==> src/rtl/sfsu_pkg.sv <==
package sfsu_pkg;

  // channel bank spans 0x40 bytes, so six offset bits
  localparam int BANK_AW = 6;

  localparam logic [BANK_AW-1:0] OFS_CMD    = 6'h08;
  localparam logic [BANK_AW-1:0] OFS_STAT   = 6'h0C;
  localparam logic [BANK_AW-1:0] OFS_INTEN  = 6'h10;
  localparam logic [BANK_AW-1:0] OFS_THRESH = 6'h14;
  localparam logic [BANK_AW-1:0] OFS_LEVEL  = 6'h18;
  localparam logic [BANK_AW-1:0] OFS_TXD    = 6'h1C;
  localparam logic [BANK_AW-1:0] OFS_RXD    = 6'h20;

  localparam int ST_W  = 6;   // status flags
  localparam int EN_W  = 5;   // enables gate status bits [5:1]
  localparam int NIB_W = 4;   // packed count / threshold field width

  localparam int SB_BUSY = 0;

  // event vector; field order places busy at bit 0
  typedef struct packed {
    logic rx_over;
    logic tx_under;
    logic rx_high;
    logic tx_low;
    logic done;
    logic busy;
  } evt_t;

endpackage

==> src/rtl/sfsu_fifo.sv <==
module sfsu_fifo #(
  parameter int DW    = 32,
  parameter int DEPTH = 8,
  localparam int PW   = (DEPTH > 1) ? $clog2(DEPTH) : 1,
  localparam int CW   = $clog2(DEPTH + 1)
) (
  input  logic          clk,
  input  logic          rst,
  input  logic          push,
  input  logic [DW-1:0] push_data,
  input  logic          pop,
  output logic [DW-1:0] head,
  output logic [CW-1:0] count
);

  logic [DW-1:0] mem [DEPTH];
  logic [PW-1:0] wr_ptr, rd_ptr;
  logic [CW-1:0] cnt_q;
  logic          push_ok, pop_ok;

  function automatic logic [PW-1:0] step(input logic [PW-1:0] p);
    if (int'(p) == DEPTH - 1) return '0;
    return p + PW'(1);
  endfunction

  // full and empty are judged on the count before this edge
  assign push_ok = push && (int'(cnt_q) != DEPTH);
  assign pop_ok  = pop  && (cnt_q != '0);

  // storage without reset so it can map onto RAM
  always_ff @(posedge clk) begin
    if (push_ok) mem[wr_ptr] <= push_data;
  end

  always_ff @(posedge clk) begin
    if (rst) begin
      wr_ptr <= '0;
      rd_ptr <= '0;
      cnt_q  <= '0;
    end else begin
      if (push_ok) wr_ptr <= step(wr_ptr);
      if (pop_ok)  rd_ptr <= step(rd_ptr);
      cnt_q <= cnt_q + CW'(push_ok) - CW'(pop_ok);
    end
  end

  assign head  = mem[rd_ptr];
  assign count = cnt_q;

endmodule

==> src/rtl/sfsu_events.sv <==
module sfsu_events
  import sfsu_pkg::*;
#(
  parameter int CW = 4
) (
  input  logic             clk,
  input  logic             rst,
  input  logic             cmd_wr,
  input  logic             eng_done,
  input  logic [ST_W-1:0]  stat_clr,
  input  logic [CW-1:0]    tx_cnt,
  input  logic [CW-1:0]    rx_cnt,
  input  logic [NIB_W-1:0] thr_tx,
  input  logic [NIB_W-1:0] thr_rx,
  input  logic [EN_W-1:0]  inten,
  input  logic             tx_under,
  input  logic             rx_over,
  output logic [ST_W-1:0]  status,
  output logic             irq
);

  logic [ST_W-1:0] status_q;
  logic [ST_W-1:0] clr_mask;
  evt_t            evt;
  logic            irq_q;

  always_comb begin
    evt          = '0;
    evt.busy     = cmd_wr;
    evt.done     = eng_done;
    evt.tx_low   = status_q[SB_BUSY] && (int'(tx_cnt) <= int'(thr_tx));
    evt.rx_high  = status_q[SB_BUSY] && (int'(rx_cnt) >= int'(thr_rx));
    evt.tx_under = tx_under;
    evt.rx_over  = rx_over;
  end

  // engine completion retires busy; software clears by writing ones
  assign clr_mask = stat_clr | ST_W'(eng_done);

  always_ff @(posedge clk) begin
    if (rst) begin
      status_q <= '0;
      irq_q    <= 1'b0;
    end else begin
      status_q <= (status_q & ~clr_mask) | evt;
      irq_q    <= |(status_q[ST_W-1:1] & inten);
    end
  end

  assign status = status_q;
  assign irq    = irq_q;

endmodule

==> src/rtl/sfsu_bus_regs.sv <==
module sfsu_bus_regs
  import sfsu_pkg::*;
#(
  parameter int DW         = 32,
  parameter int CW         = 4,
  parameter logic [7:0] THR_RST = 8'h80
) (
  input  logic               clk,
  input  logic               rst,
  input  logic               bus_wr,
  input  logic               bus_rd,
  input  logic [BANK_AW-1:0] bus_addr,
  input  logic [DW-1:0]      bus_wdata,
  input  logic [CW-1:0]      tx_cnt,
  input  logic [CW-1:0]      rx_cnt,
  input  logic [DW-1:0]      rx_head,
  input  logic [ST_W-1:0]    status,
  output logic [EN_W-1:0]    inten,
  output logic [NIB_W-1:0]   thr_tx,
  output logic [NIB_W-1:0]   thr_rx,
  output logic               tx_push,
  output logic               rx_pop,
  output logic               cmd_wr,
  output logic [ST_W-1:0]    stat_clr,
  output logic [DW-1:0]      bus_rdata
);

  logic [EN_W-1:0]    inten_q;
  logic [2*NIB_W-1:0] thr_q;
  logic [DW-1:0]      rd_mux;
  logic [DW-1:0]      rdata_q;
  logic               unused_wbits;

  assign unused_wbits = ^bus_wdata[DW-1:2*NIB_W];

  assign tx_push  = bus_wr && (bus_addr == OFS_TXD);
  assign cmd_wr   = bus_wr && (bus_addr == OFS_CMD);
  assign rx_pop   = bus_rd && (bus_addr == OFS_RXD);
  assign stat_clr = (bus_wr && (bus_addr == OFS_STAT)) ? bus_wdata[ST_W-1:0] : '0;

  always_ff @(posedge clk) begin
    if (rst) begin
      inten_q <= '0;
      thr_q   <= THR_RST;
    end else if (bus_wr) begin
      if (bus_addr == OFS_INTEN)  inten_q <= bus_wdata[EN_W-1:0];
      if (bus_addr == OFS_THRESH) thr_q   <= bus_wdata[2*NIB_W-1:0];
    end
  end

  always_comb begin
    rd_mux = '0;
    unique case (bus_addr)
      OFS_STAT:   rd_mux = DW'(status);
      OFS_INTEN:  rd_mux = DW'(inten_q);
      OFS_THRESH: rd_mux = DW'(thr_q);
      OFS_LEVEL:  rd_mux = DW'({NIB_W'(tx_cnt), NIB_W'(rx_cnt)});
      OFS_RXD:    rd_mux = (rx_cnt != '0) ? rx_head : '0;
      default:    rd_mux = '0;
    endcase
  end

  always_ff @(posedge clk) begin
    if (rst) rdata_q <= '0;
    else     rdata_q <= bus_rd ? rd_mux : '0;
  end

  assign inten     = inten_q;
  assign thr_tx    = thr_q[NIB_W-1:0];
  assign thr_rx    = thr_q[2*NIB_W-1:NIB_W];
  assign bus_rdata = rdata_q;

endmodule

==> src/rtl/spi_fifo_status_unit.sv <==
module spi_fifo_status_unit
  import sfsu_pkg::*;
#(
  parameter int DW         = 32,
  parameter int FIFO_DEPTH = 8,
  parameter logic [7:0] THR_RST = 8'h80,
  localparam int CW        = $clog2(FIFO_DEPTH + 1)
) (
  input  logic               clk,
  input  logic               rst,
  input  logic               bus_wr,
  input  logic               bus_rd,
  input  logic [BANK_AW-1:0] bus_addr,
  input  logic [DW-1:0]      bus_wdata,
  output logic [DW-1:0]      bus_rdata,
  output logic               irq,
  output logic               xfer_active,
  input  logic               eng_tx_pop,
  output logic [DW-1:0]      eng_tx_data,
  input  logic               eng_rx_push,
  input  logic [DW-1:0]      eng_rx_data,
  input  logic               eng_done
);

  logic [CW-1:0]    tx_cnt, rx_cnt;
  logic [DW-1:0]    rx_head;
  logic [ST_W-1:0]  status_q;
  logic [EN_W-1:0]  inten_q;
  logic [NIB_W-1:0] thr_tx, thr_rx;
  logic             tx_push, rx_pop, cmd_wr;
  logic [ST_W-1:0]  stat_clr;
  logic             tx_under, rx_over;

  assign tx_under = eng_tx_pop  && (tx_cnt == '0);
  assign rx_over  = eng_rx_push && (int'(rx_cnt) == FIFO_DEPTH);

  sfsu_bus_regs #(.DW(DW), .CW(CW), .THR_RST(THR_RST)) u_regs (
    .clk(clk), .rst(rst),
    .bus_wr(bus_wr), .bus_rd(bus_rd), .bus_addr(bus_addr), .bus_wdata(bus_wdata),
    .tx_cnt(tx_cnt), .rx_cnt(rx_cnt), .rx_head(rx_head), .status(status_q),
    .inten(inten_q), .thr_tx(thr_tx), .thr_rx(thr_rx),
    .tx_push(tx_push), .rx_pop(rx_pop), .cmd_wr(cmd_wr), .stat_clr(stat_clr),
    .bus_rdata(bus_rdata)
  );

  sfsu_fifo #(.DW(DW), .DEPTH(FIFO_DEPTH)) u_txq (
    .clk(clk), .rst(rst),
    .push(tx_push), .push_data(bus_wdata),
    .pop(eng_tx_pop), .head(eng_tx_data), .count(tx_cnt)
  );

  sfsu_fifo #(.DW(DW), .DEPTH(FIFO_DEPTH)) u_rxq (
    .clk(clk), .rst(rst),
    .push(eng_rx_push), .push_data(eng_rx_data),
    .pop(rx_pop), .head(rx_head), .count(rx_cnt)
  );

  sfsu_events #(.CW(CW)) u_evt (
    .clk(clk), .rst(rst),
    .cmd_wr(cmd_wr), .eng_done(eng_done), .stat_clr(stat_clr),
    .tx_cnt(tx_cnt), .rx_cnt(rx_cnt), .thr_tx(thr_tx), .thr_rx(thr_rx),
    .inten(inten_q), .tx_under(tx_under), .rx_over(rx_over),
    .status(status_q), .irq(irq)
  );

  assign xfer_active = status_q[SB_BUSY];

endmodule

==> config.mk <==
export PLATFORM = sky130hd
export DESIGN_NAME = spi_fifo_status_unit
export DESIGN_NICKNAME = d
export VERILOG_FILES = /design/src/rtl/sfsu_pkg.sv /design/src/rtl/sfsu_fifo.sv /design/src/rtl/sfsu_events.sv /design/src/rtl/sfsu_bus_regs.sv /design/src/rtl/spi_fifo_status_unit.sv
export SDC_FILE = /design/constraint.sdc
export NUM_CORES = 1
export LEC_CHECK = 0
export CAP_MARGIN = 20
export CELL_PAD_IN_SITES_DETAIL_PLACEMENT = 0
export CELL_PAD_IN_SITES_GLOBAL_PLACEMENT = 1
export CORE_MARGIN = 5
export CORE_UTILIZATION = 50
export CTS_CLUSTER_DIAMETER = 30
export DETAILED_ROUTE_END_ITERATION = 16
export DONT_BUFFER_PORTS = 1
export PLACE_DENSITY = 0.74
export SYNTH_ARGS = -nofsm -noshare
export SYNTH_HDL_FRONTEND = slang
export SYNTH_SLANG_ARGS = --single-unit
==> constraint.sdc <==
create_clock -name clk -period 6.65 [get_ports clk]
set_input_delay 0.3325 -clock clk [delete_from_list [all_inputs] [get_ports clk]]
set_output_delay 0.3325 -clock clk [all_outputs]
set_load 0.01 [all_outputs]
==> results.ini <==
[timing]
hold_viol = 0
fin_worst_skew_ps = 29.1
min_period_ps = 3370
rsz0062_at_grt = false
worst_slew_pin_slew_ps = 1070
drv_slew = 0
finalCritPeriodShare_pct = 50.6
worst_hold_slack_ps = 43.7
finalSetupViolations = 0
max_freq_mhz = 297
fin_tns_setup_ps = 0
slew_headroom_pct = 28.4
worst_slack_ps = 3280

[detailed_routing]
viasPerCell = 5.59
final_antenna_net_count = 0
first_pass_iters = 5
routed_wl_mm = 45.1
wl_per_cell_um = 23.1
vias = 10900
drt_iter0_drc = 624
drcViolationCount = 0

[clock_network]
numCtsBuffers = 105
cts_sinks = 590
cts.clk_slew.worst_paths_ps = 50
root_buffer = clkbuf_16
cts_htree_levels = 3
cts_buffer_depth = 3
worstSkewPairLatency_ps = 630
cts_resized = 0
cts_tree = done

[setup_path]
start_kind = flip-flop
cp.arrival_ps = 3030
crit_path_end_kind = output pin
crit_path_max_fanout = 34
critPathRequiredTime_ps = 6320
critPathKind = flip-flop to output pin

[logic_synthesis]
synth_flop_cell = edfxtp_1
synth-seq-area-share_pct = 75.2
async_flop_share_pct = 0
synthesis.area_mm2 = 0.0225
synth_seq_cells = 590
ys_warn_count = 0
syn_inst = 1109
synth.distinct_cells = 47
syn-num-nets = 1216
synth_edf_count = 512
avgSynthCellArea_um2 = 20.3

[power_and_ir_drop]
comb_power_share_pct = 8.2
leakage_nw = 9.01
pwr-share-clk_pct = 51.3
p_int_mw = 8.13
switching_share_pct = 22.1
vdd_drop_max_mv = 0.280
total_power_mw = 10.4
p_switching_mw = 2.30
p_per_area_mw_per_mm2 = 375
p_seq_share_pct = 40.5

[grt]
grt_use_total_pct = 18.4
grt_pass1_vias = 11700
grt_overflow_total = 0
grt_pass1_wl_mm = 69.9
antenna_found_initial = 7
grt_max_degree = 65

[floorplan]
start_util_pct = 50.7
die_area_mm2 = 0.0494
num_rows = 77
die_w_um = 222
ios = 143
chipHeight_um = 222
core-area_mm2 = 0.0444

[flow_run]
cap_violations = 0

[finish]
stdcell_area_mm2 = 0.0278
layout_commonest_cell = edfxtp_1
layout-drive-gt1-share_pct = 28.8
layout_common_cells = edfxtp_1 (512), mux4_2 (128), clkbuf_16 (107)
synthToLayoutAreaGrowth_pct = 23.4
utilization_pct = 62.6
nets = 1369
layoutNonFillerInstCount = 1949
nFillCells = 3010

[placement]
hpwlAfterDp_mm = 24.2
pre_cts_ws_ps = 3540
routabilityCongestion = 0.795
placedCellCount = 1669
placed_area_mm2 = 0.0233
numPortBuffers = 0

[hold_path]
hold_class = input pin to flip-flop

[outcome]
status = finished clean

## kinds of logic after synthesis
family / Yosys count / synth area share [%]
adders and majority gates: 30 / 1.73
DFF: 590 / 75.2
xor gates and xnor gates: 4 / 0.156
buffers and inverters: 76 / 1.43
and+or+nand+nor: 146 / 3.29
muxes: 209 / 16.6
AOI/OAI and AO/OA: 54 / 1.61
## worst paths after layout
kind,depth (start not counted),slack [ps],start,to
worst min register to register,2,480,u_txq.rd_ptr[1]$_SDFFE_PP0P_,flip-flop
worst max-delay path,3,3280,flip-flop,eng_tx_data[6]
worst min-delay path,2,40,rst,u_regs.bus_rdata[5]$_SDFF_PP0_
worst max register to register,7,3790,u_rxq.count[2]$_SDFF_PP0_,u_rxq.mem[1][18]$_DFFE_PP_
## layout make-up
class	count	area (µm²)	share of cell area (%)
Sequential cell	590	16900	61.0
Clock inverter	66	779	2.81
Clock buffer	131	2860	10.3
Antenna cell	5	12.5	0.0450
Multi-Input combinational cell	443	5370	19.3
Timing Repair Buffer	98	991	3.57
Inverter	24	90.1	0.324
Tap cell	592	741	2.67
## power by group through the flow
stage | logic [mW] | clock network, mW | registers, mW
finish | 0.857 | 5.35 | 4.22
global route | 0.941 | 5.66 | 4.23
CTS | 0.874 | 5.45 | 4.22
detailed placement | 0.783 | 0 | 4.29
global placement | 0.776 | 0 | 4.29
floorplan | 0.667 | 0 | 4.24
## sequential cells by signal (all words and copies together), names as in the netlist, 4 cells and up, named ones only
register          count
u_evt.status          6
u_txq.count           4
u_regs.inten          5
u_rxq.mem           256
u_regs.thr_q          8
u_regs.bus_rdata     32
u_txq.mem           256
u_rxq.count           4
## timing repair
action                                 CTS  global route
hold buffers                            77             0
buffers inserted                         0             0
endpoints found under the hold margin  560             0
## synthesized netlist by cell type, types with 19 or more instances
library cell | n | share of area (%)
inv_1 | 24 | 0.40
edfxtp_1 | 512 | 68
nor2_1 | 59 | 0.98
mux4_2 | 128 | 13
nand2_1 | 22 | 0.37
mux2i_1 | 49 | 2.2
clkbuf_1 | 27 | 0.45
ha_1 | 28 | 1.6
a21oi_1 | 24 | 0.53
dfxtp_1 | 78 | 6.9
mux2_2 | 32 | 1.6
buf_2 | 19 | 0.42
## per-layer routing
| metal | global-route usage [%] | up-vias | part of all wire (%) |
|---|---|---|---|
| li1 | - | 4870 | - |
| met1 | 23.4 | 5637 | 41 |
| met2 | 31.1 | 327 | 51 |
| met3 | 4.71 | 59 | 5.9 |
| met4 | 6.16 | 2 | 1.8 |
| met5 | 0 | - | 0.029 |
## critical path: stages, from the launching register on
cell,delay (ps)
dfxtp_4,750
buf_4,660
mux4_2,630
mux2_2,320
Power figures use the tool's default switching activity.
